[config.mk]
export PLATFORM = sky130hd
export DESIGN_NAME = sfp_sgn_cls_mv
export DESIGN_NICKNAME = d
export VERILOG_FILES = /design/src/rtl/sfp_pkg.sv /design/src/rtl/sfp_unbox.sv /design/src/rtl/sfp_sign_inject.sv /design/src/rtl/sfp_classify.sv /design/src/rtl/sfp_sgn_cls_mv.sv
export SDC_FILE = /design/constraint.sdc
export NUM_CORES = 1
export LEC_CHECK = 0
export BUFFER_PORTS_ARGS = -buffer_cell sky130_fd_sc_hd__buf_2
export CELL_PAD_IN_SITES_DETAIL_PLACEMENT = 0
export CELL_PAD_IN_SITES_GLOBAL_PLACEMENT = 1
export CORE_MARGIN = 10
export CORE_UTILIZATION = 24
export DETAILED_ROUTE_END_ITERATION = 12
export GPL_TIMING_DRIVEN = 0
export PLACE_DENSITY = 0.84
export SKIP_CTS_REPAIR_TIMING = 1
export SYNTH_ARGS = -nofsm -noshare
export SYNTH_HDL_FRONTEND = slang
export SYNTH_SLANG_ARGS = --single-unit
[constraint.sdc]
create_clock -name clk -period 1.75 [get_ports clk]
set_input_delay 0.0875 -clock clk [delete_from_list [all_inputs] [get_ports clk]]
set_output_delay 0.0875 -clock clk [all_outputs]
set_load 0.05 [all_outputs]
[src/rtl/sfp_pkg.sv]
// Shared constants and types for the single-precision sign/class/move unit.
// Assumes IEEE-754 binary32 format held in the low word of a wider register.
package sfp_pkg;
    localparam int SP_W    = 32;
    localparam int EXP_W   = 8;
    localparam int MANT_W  = 23;
    localparam int CLS_W   = 10;
    localparam logic [SP_W-1:0] SP_CANON_NAN = 32'h7FC0_0000;

    typedef enum logic [2:0] {
        OP_SGNJ  = 3'd0,
        OP_SGNJN = 3'd1,
        OP_SGNJX = 3'd2,
        OP_CLASS = 3'd3,
        OP_MVX   = 3'd4
    } sfp_op_e;

    typedef struct packed {
        logic              sign;
        logic [EXP_W-1:0]  expo;
        logic [MANT_W-1:0] mant;
    } sp_t;
endpackage

[src/rtl/sfp_unbox.sv]
// Extracts a single-precision value from a wide FP register.
// Assumes a properly boxed value has every bit above SP_W set; otherwise
// the canonical NaN is substituted.
module sfp_unbox
    import sfp_pkg::*;
#(
    parameter int XLEN = 64
) (
    input  logic [XLEN-1:0] reg_val,
    output sp_t             sp_val
);
    localparam int HI_W = XLEN - SP_W;

    logic boxed;

    // Purpose: test the upper word and choose the raw or canonical value.
    always_comb begin
        boxed  = &reg_val[XLEN-1:SP_W];
        sp_val = boxed ? sp_t'(reg_val[SP_W-1:0]) : sp_t'(SP_CANON_NAN);
    end

    logic [HI_W-1:0] unused_hi_w;
    assign unused_hi_w = '0;
endmodule

[src/rtl/sfp_sign_inject.sv]
// Sign injection: exponent and mantissa come from operand A, and the sign
// comes from B, from inverted B, or from A XOR B. The result is NaN-boxed to XLEN.
// Assumes both operands are already unboxed.
module sfp_sign_inject
    import sfp_pkg::*;
#(
    parameter int XLEN = 64
) (
    input  sfp_op_e         mode,
    input  sp_t             op_a,
    input  sp_t             op_b,
    output logic [XLEN-1:0] result
);
    logic new_sign;

    // Purpose: pick the injected sign for the selected form.
    always_comb begin
        case (mode)
            OP_SGNJ:  new_sign = op_b.sign;
            OP_SGNJN: new_sign = ~op_b.sign;
            OP_SGNJX: new_sign = op_a.sign ^ op_b.sign;
            default:  new_sign = op_a.sign;
        endcase
    end

    // Purpose: rebuild the value with the new sign and box it.
    always_comb begin
        result = {{(XLEN-SP_W){1'b1}}, new_sign, op_a.expo, op_a.mant};
    end
endmodule

[src/rtl/sfp_classify.sv]
// Classifies a single-precision value into a one-hot class mask.
// Assumes the input is already unboxed.
module sfp_classify
    import sfp_pkg::*;
(
    input  sp_t              val,
    output logic [CLS_W-1:0] mask
);
    logic exp_ones, exp_zero, mant_zero;
    logic is_inf, is_nan, is_zero, is_sub, is_norm;

    // Purpose: decode the exponent and mantissa into categories.
    always_comb begin
        exp_ones  = &val.expo;
        exp_zero  = ~|val.expo;
        mant_zero = ~|val.mant;
        is_inf    = exp_ones & mant_zero;
        is_nan    = exp_ones & ~mant_zero;
        is_zero   = exp_zero & mant_zero;
        is_sub    = exp_zero & ~mant_zero;
        is_norm   = ~exp_ones & ~exp_zero;
    end

    // Purpose: build the class mask with sign splitting.
    always_comb begin
        mask    = '0;
        mask[0] = val.sign & is_inf;
        mask[1] = val.sign & is_norm;
        mask[2] = val.sign & is_sub;
        mask[3] = val.sign & is_zero;
        mask[4] = ~val.sign & is_zero;
        mask[5] = ~val.sign & is_sub;
        mask[6] = ~val.sign & is_norm;
        mask[7] = ~val.sign & is_inf;
        mask[8] = is_nan & ~val.mant[MANT_W-1];
        mask[9] = is_nan & val.mant[MANT_W-1];
    end
endmodule

[src/rtl/sfp_sgn_cls_mv.sv]
// Top of the single-precision sign-injection, classify and move unit.
// Latency is one cycle. FP results are NaN-boxed. The move path uses the
// raw low word of A. Reset is synchronous and active low.
module sfp_sgn_cls_mv
    import sfp_pkg::*;
#(
    parameter int XLEN = 64,
    parameter int NOPS = 2
) (
    input  logic            clk,
    input  logic            rst_n,
    input  logic [2:0]      op_sel,
    input  logic [XLEN-1:0] src_a,
    input  logic [XLEN-1:0] src_b,
    output logic [XLEN-1:0] fp_res,
    output logic [XLEN-1:0] int_res
);
    localparam int HI_W = XLEN - SP_W;

    logic [NOPS-1:0][XLEN-1:0] raw_ops;
    sp_t  [NOPS-1:0]           sp_ops;
    logic [XLEN-1:0]           inj_res;
    logic [CLS_W-1:0]          cls_mask;
    logic [XLEN-1:0]           fp_d, int_d;
    sfp_op_e                   op_e;

    assign raw_ops = {src_b, src_a};
    assign op_e    = sfp_op_e'(op_sel);

    // One unboxing stage for each source operand.
    for (genvar g = 0; g < NOPS; g++) begin : g_unbox
        sfp_unbox #(.XLEN(XLEN)) i_unbox (
            .reg_val (raw_ops[g]),
            .sp_val  (sp_ops[g])
        );
    end

    sfp_sign_inject #(.XLEN(XLEN)) i_inject (
        .mode   (op_e),
        .op_a   (sp_ops[0]),
        .op_b   (sp_ops[1]),
        .result (inj_res)
    );

    sfp_classify i_classify (
        .val  (sp_ops[0]),
        .mask (cls_mask)
    );

    // Purpose: route the selected operation to the proper result port.
    always_comb begin
        fp_d  = '0;
        int_d = '0;
        case (op_sel)
            3'd0, 3'd1, 3'd2: fp_d  = inj_res;
            3'd3:             int_d = {{(XLEN-CLS_W){1'b0}}, cls_mask};
            3'd4:             int_d = {{HI_W{src_a[SP_W-1]}}, src_a[SP_W-1:0]};
            default: ;
        endcase
    end

    // Purpose: register the results, with a synchronous clear.
    always_ff @(posedge clk) begin
        if (!rst_n) begin
            fp_res  <= '0;
            int_res <= '0;
        end else begin
            fp_res  <= fp_d;
            int_res <= int_d;
        end
    end

    // every sign-injection result is NaN-boxed.
    a_r4_fp_boxed: assert property (@(posedge clk) disable iff (!rst_n)
        ($past(rst_n) && $past(op_sel) <= 3'd2) |-> (&fp_res[XLEN-1:SP_W]));

    // an unboxed A given to sign-inject XOR keeps the canonical NaN magnitude.
    a_r3_canon_nan: assert property (@(posedge clk) disable iff (!rst_n)
        ($past(rst_n) && $past(op_sel) == 3'd2 && !(&$past(src_a[XLEN-1:SP_W])))
        |-> (fp_res[SP_W-2:0] == SP_CANON_NAN[SP_W-2:0]));

    // the class mask is one-hot and zero-extended.
    a_r8_class_onehot: assert property (@(posedge clk) disable iff (!rst_n)
        ($past(rst_n) && $past(op_sel) == 3'd3)
        |-> ($countones(int_res) == 1 && int_res[XLEN-1:CLS_W] == '0));

    // the moved word is sign-extended from bit 31.
    a_r10_sext: assert property (@(posedge clk) disable iff (!rst_n)
        ($past(rst_n) && $past(op_sel) == 3'd4)
        |-> (int_res[XLEN-1:SP_W] == {HI_W{int_res[SP_W-1]}}));

    // the two result ports are never nonzero at the same time.
    a_r2_exclusive: assert property (@(posedge clk) disable iff (!rst_n)
        $past(rst_n) |-> !((|fp_res) && (|int_res)));
endmodule

# Yosys cells after proc, flatten, opt, wreduce, memory -nomap -nowiden
# Cells that the tools add are included.
# op_classes
n_mul	0
muxes	5
shifts	0
bitwise	20
add_sub_neg	0
n_div	0
magnitude_cmp	0
n_eq_ne	4
reduce_logical	10
# ops
op	n
$pmux 64 s2	1
$mux 32	2
$mux 64	1
$reduce_and 32->1	2
$reduce_or 23->1	1
$and 1x1->1	15
$reduce_and 8->1	1
$reduce_or 8->1	1
$eq 3x2->1 const B	2
$not 1->1	4
$eq 3x1->1 const B	1
$eq 3x3->1 const B	1
$logic_not 3->1	1
$pmux 1 s3	1
$reduce_or 3->1	1
$logic_not 1->1	2
$reduce_and 2->1	1
$xor 1x1->1	1
# word_totals
ramBits	0
mem_bits_ro	0
regBits	128
memories	0
latchBits	0
wordCells	42
input_bits	133

# Depth between registers and ports, before layout
# logic_depth
word_depth	7
mapped_depth	6
mapped_depth_nobuf	5

# Cells and area by module
# From an unflattened synthesis, not the netlist that was laid out.
# unflattened
hier_cells	517
area_unflattened_um2	4848.4
# by_module_without_submodules
module	seq_area_each_um2	area_each_um2	n_inst	cells_each
sfp_sgn_cls_mv	1921.8	3300.7	1	275
sfp_unbox	0.0	399.1	2	71
sfp_sign_inject	0.0	525.5	1	71
sfp_classify	0.0	224.0	1	29

# Worst setup path before layout
# Ideal clock, no wire load.
# synth_path
kind	register -> output
from	register int_res[62] (netlist name)
to	output port int_res[32]
n_path_buf	1
slack_ps	199
stages_incl_launch_ff	2
t_arrival_ps	1464
path_cell_list	dfxtp_1 buf_4
# synth_lines
item	line_no	rtl
end: declaration	sfp_sgn_cls_mv.sv:16	output logic [XLEN-1:0] int_res

# Worst setup path after layout
# layout_path
from	input port src_a[30]
to	register int_res[3]
# layout_via
elab_chain_cells	6
# layout_rtl
item	line_no	rtl
start: declaration	sfp_sgn_cls_mv.sv:13	input logic [XLEN-1:0] src_a,
$mux 32	sfp_unbox.sv:19	sp_val = boxed ? sp_t'(reg_val[SP_W-1:0]) : sp_t'(SP_CANON_NAN);
$reduce_or 8->1	sfp_classify.sv:15	exp_zero = ~|val.expo;
$logic_not 1->1	sfp_classify.sv:15	
$and 1x1->1	sfp_classify.sv:19	is_zero = exp_zero & mant_zero;
$and 1x1->1	sfp_classify.sv:30	mask[3] = val.sign & is_zero;
$pmux 64 s2	sfp_sgn_cls_mv.sv:54	case (op_sel)
end signal: assignment	sfp_sgn_cls_mv.sv:69	int_res <= int_d;
# No other way between the ends.
# A chain may end at the register's enable or synchronous reset.

==> summary.log <==
INFO  synth          syn_avg_cell_area=9.81um2
INFO  clock_tree     clock_tree.root_cell=sky130_fd_sc_hd__clkbuf_8
INFO  route          final_antenna_net_count=0
INFO  critical_path  start_kind=input port
INFO  synth          yosys.area.top_type_share=48.8%
INFO  floorplanning  floorplan.io_pins=261
INFO  synth          ys_seq_area_share=48.8%
INFO  floorplanning  core_region_area=10800um2
INFO  status         status=complete, but fails checks
INFO  timing         hold_viol=2
INFO  synth          synth_area_leader_cell=sky130_fd_sc_hd__dfxtp_1
INFO  clock_tree     clkTransAtPathRegs=0.08ns
INFO  route          route.detailed.vias_per_inst=4.22
INFO  placed_design  dpl_cell_area=3990um2
INFO  timing         maxSlewHeadroom=66.0%
INFO  final_layout   final-instance-count-excl-fill=681
INFO  route          drt_first_pass_iters=4
INFO  final_layout   final_util=40.9%
INFO  final_layout   fillCellCount=1104
INFO  route          wl_per_cell=15.3um
INFO  global_route   global_route.usage.total=11.9%
INFO  critical_path  critical_path_peak_fanout=5
INFO  job            timing.max_cap.violations=0
INFO  timing         fin_setup_tns=0ns
INFO  status         failed_checks=negative hold slack
INFO  timing         rsz_0062_raised_after_global_routing=no
INFO  synth          syn_area=2670um2
INFO  timing         setup-violations-final=0
INFO  critical_path  crit_type=input port to register
INFO  floorplanning  num_rows=38
INFO  placed_design  placedCellCount=641
INFO  route          drt_first_iter_violations=143
INFO  clock_tree     clockBufferDepth=2
INFO  synth          netlist-cell-type-count=32
INFO  clock_tree     cts_buffers=9
INFO  pwr            leakagePower=2.52nW
INFO  clock_tree     tritoncts_clock_tree=yes
INFO  placed_design  buffer_ports.inserted=229
INFO  pwr            worst_ir_drop_vdd=0.000534V
INFO  final_layout   drive_gt1_share=58.6%
INFO  route          post-route-drc-count=0
INFO  clock_tree     cts.sink_count=65
INFO  clock_tree     htree_levels=3
INFO  timing         final_period_minus_worst_setup_slack=1.66ns
INFO  floorplanning  chipWidth=125um
INFO  global_route   grt_remaining_overflow=0
INFO  synth          synth.net_count=405
INFO  synth          synth_seq_cells=65
INFO  placed_design  routabilityCongestion=0.767
INFO  synth          postSynth.asyncResetShare=0%
INFO  synth          ys.warnings.count=0
INFO  route          vias=2874
INFO  global_route   antenna_found_initial=1
INFO  synth          synth_top_flop_cell=sky130_fd_sc_hd__dfxtp_1
INFO  final_layout   synthToLayoutAreaGrowth=66.1%
INFO  timing         final.hold.worst_slack=-0.00348ns
INFO  synth          synth-edff-count=0
INFO  synth          postSynthCellCount=272
INFO  worst_hold_path hold_path_class=input port to register
INFO  final_layout   layout.cell_area.non_filler=4430um2
INFO  worst_hold_path number_of_cells_traversed_by_the_worst_hold_path=2
INFO  timing         tightestPinTransition=0.510ns
INFO  global_route   grt_pass1_vias=2842
INFO  timing         final-max-slew-violation-count=0
INFO  synth          synth.area.top_cells=sky130_fd_sc_hd__dfxtp_1 49%, sky130_fd_sc_hd__buf_4 18%, sky130_fd_sc_hd__and3_1 5.9%
INFO  floorplanning  start_util=24.6%
INFO  critical_path  worst_setup_path_end_kind=register
INFO  placed_design  post_detailed_placement_half_perimeter_wirelength=8680um
INFO  route          total_wirelength_of_the_detailed_routed_design=10400um
INFO  final_layout   nets=669
INFO  timing         final.period_utilization=94.7%
INFO  timing         timing.fmax=603MHz
INFO  critical_path  timing.critical_path.required=2.02ns
INFO  pwr            pwr_density_cell=783nW/um2
INFO  final_layout   antennaDiodeCount=0
INFO  global_route   grt_start_max_net_pins=34
INFO  global_route   grt_pass1_wl=15000um
INFO  floorplanning  die_area=15700um2
INFO  critical_path  cp.arrival=1.93ns
INFO  floorplanning  die_height=125um
logic make-up (layout without fill, tap and decap cells):
| group | count (synthesis) | in the layout | share of synthesized area [%] |
|---|---|---|---|
| flip-flops | 65 | 65 | 48.8 |
| AND/OR/NAND/NOR | 112 | 112 | 26.4 |
| buffers and inverters | 73 | 342 | 19.1 |
| AO/OA/AOI/OAI | 21 | 21 | 5.30 |
| multiplexers | 1 | 1 | 0.422 |
synthesized netlist by cell type (2+ instances only):
cell                       count
sky130_fd_sc_hd__nand2_1      14
sky130_fd_sc_hd__or4_1         4
sky130_fd_sc_hd__and2_1       24
sky130_fd_sc_hd__nor4_1        9
sky130_fd_sc_hd__and3_1       25
sky130_fd_sc_hd__o31ai_1       3
sky130_fd_sc_hd__clkbuf_1      8
sky130_fd_sc_hd__nor2_1        3
sky130_fd_sc_hd__o21a_1        8
sky130_fd_sc_hd__a21oi_1       6
sky130_fd_sc_hd__dfxtp_1      65
sky130_fd_sc_hd__nand3_1       3
sky130_fd_sc_hd__nand4_1      18
sky130_fd_sc_hd__nor4_4        2
sky130_fd_sc_hd__buf_4        63
metrics by stage:
stage	setup WS, ns	power, W
floorplan	0.199	0.00195
global placement	-0.0731	0.00218
detailed placement	-0.130	0.00218
CTS	-0.159	0.00347
global route	0.0362	0.00361
finish	0.0921	0.00347
cell type report:
cell class | count | area (um2) | area share (%)
inverters | 2 | 7.51 | 0.169
well taps | 140 | 175 | 3.95
plain buffers | 71 | 503 | 11.3
flip-flops and latches | 65 | 1300 | 29.4
clock buffers | 9 | 124 | 2.80
repair buffers | 253 | 1390 | 31.3
multi-input cells | 134 | 857 | 19.3
clock inverters | 7 | 75.1 | 1.69
critical path, stage by stage:
cell and delay (ns):
sky130_fd_sc_hd__dlygate4sd3_1 0.54, sky130_fd_sc_hd__buf_2 0.14, sky130_fd_sc_hd__nor4_1 0.30, sky130_fd_sc_hd__nand2_1 0.21, sky130_fd_sc_hd__or4_1 0.51, sky130_fd_sc_hd__a21oi_1 0.14
final timing paths:
path / start / endpoint / slack [ns]
worst max-delay path: src_a[30] / int_res[3]$_SDFF_PN0_ / 0.09
worst min-delay path: src_a[9] / fp_res[9]$_SDFF_PN0_ / -0.003
flip-flops by register name, summed over array words and instances (netlist names):
name     count
fp_res      33
int_res     32
power breakdown:
group / internal [W] / total, W / switching, W
clock network: 0.000670 / 0.00128 / 0.000615
logic: 0.000247 / 0.000664 / 0.000416
registers: 0.00150 / 0.00152 / 0.0000182
total: 0.00242 / 0.00347 / 0.00105
metal layers:
layer  global-route usage (%)  part of all wire [%]  wire length [um]
met1                     11.8                    37              3890
met2                     20.8                    51              5300
met3                     6.08                    10              1060
met4                     4.47                   1.7               173
met5                        0                  0.12                13
placed cells by master, fill, tap and decap left out, types with 2 or more instances in the layout:
cell	instances
sky130_fd_sc_hd__a21oi_1	6
sky130_fd_sc_hd__and2_1	24
sky130_fd_sc_hd__and3_1	25
sky130_fd_sc_hd__buf_2	229
sky130_fd_sc_hd__buf_4	63
sky130_fd_sc_hd__clkbuf_1	8
sky130_fd_sc_hd__clkbuf_8	9
sky130_fd_sc_hd__clkinv_2	2
sky130_fd_sc_hd__dfxtp_1	63
sky130_fd_sc_hd__dfxtp_2	2
sky130_fd_sc_hd__dlygate4sd3_1	24
sky130_fd_sc_hd__inv_6	3
sky130_fd_sc_hd__nand2_1	14
sky130_fd_sc_hd__nand3_1	3
sky130_fd_sc_hd__nand4_1	18
sky130_fd_sc_hd__nor2_1	3
sky130_fd_sc_hd__nor4_1	9
sky130_fd_sc_hd__nor4_4	2
sky130_fd_sc_hd__o21a_1	8
sky130_fd_sc_hd__o31ai_1	3
sky130_fd_sc_hd__or4_1	4
(Power assumes the default switching activity.)
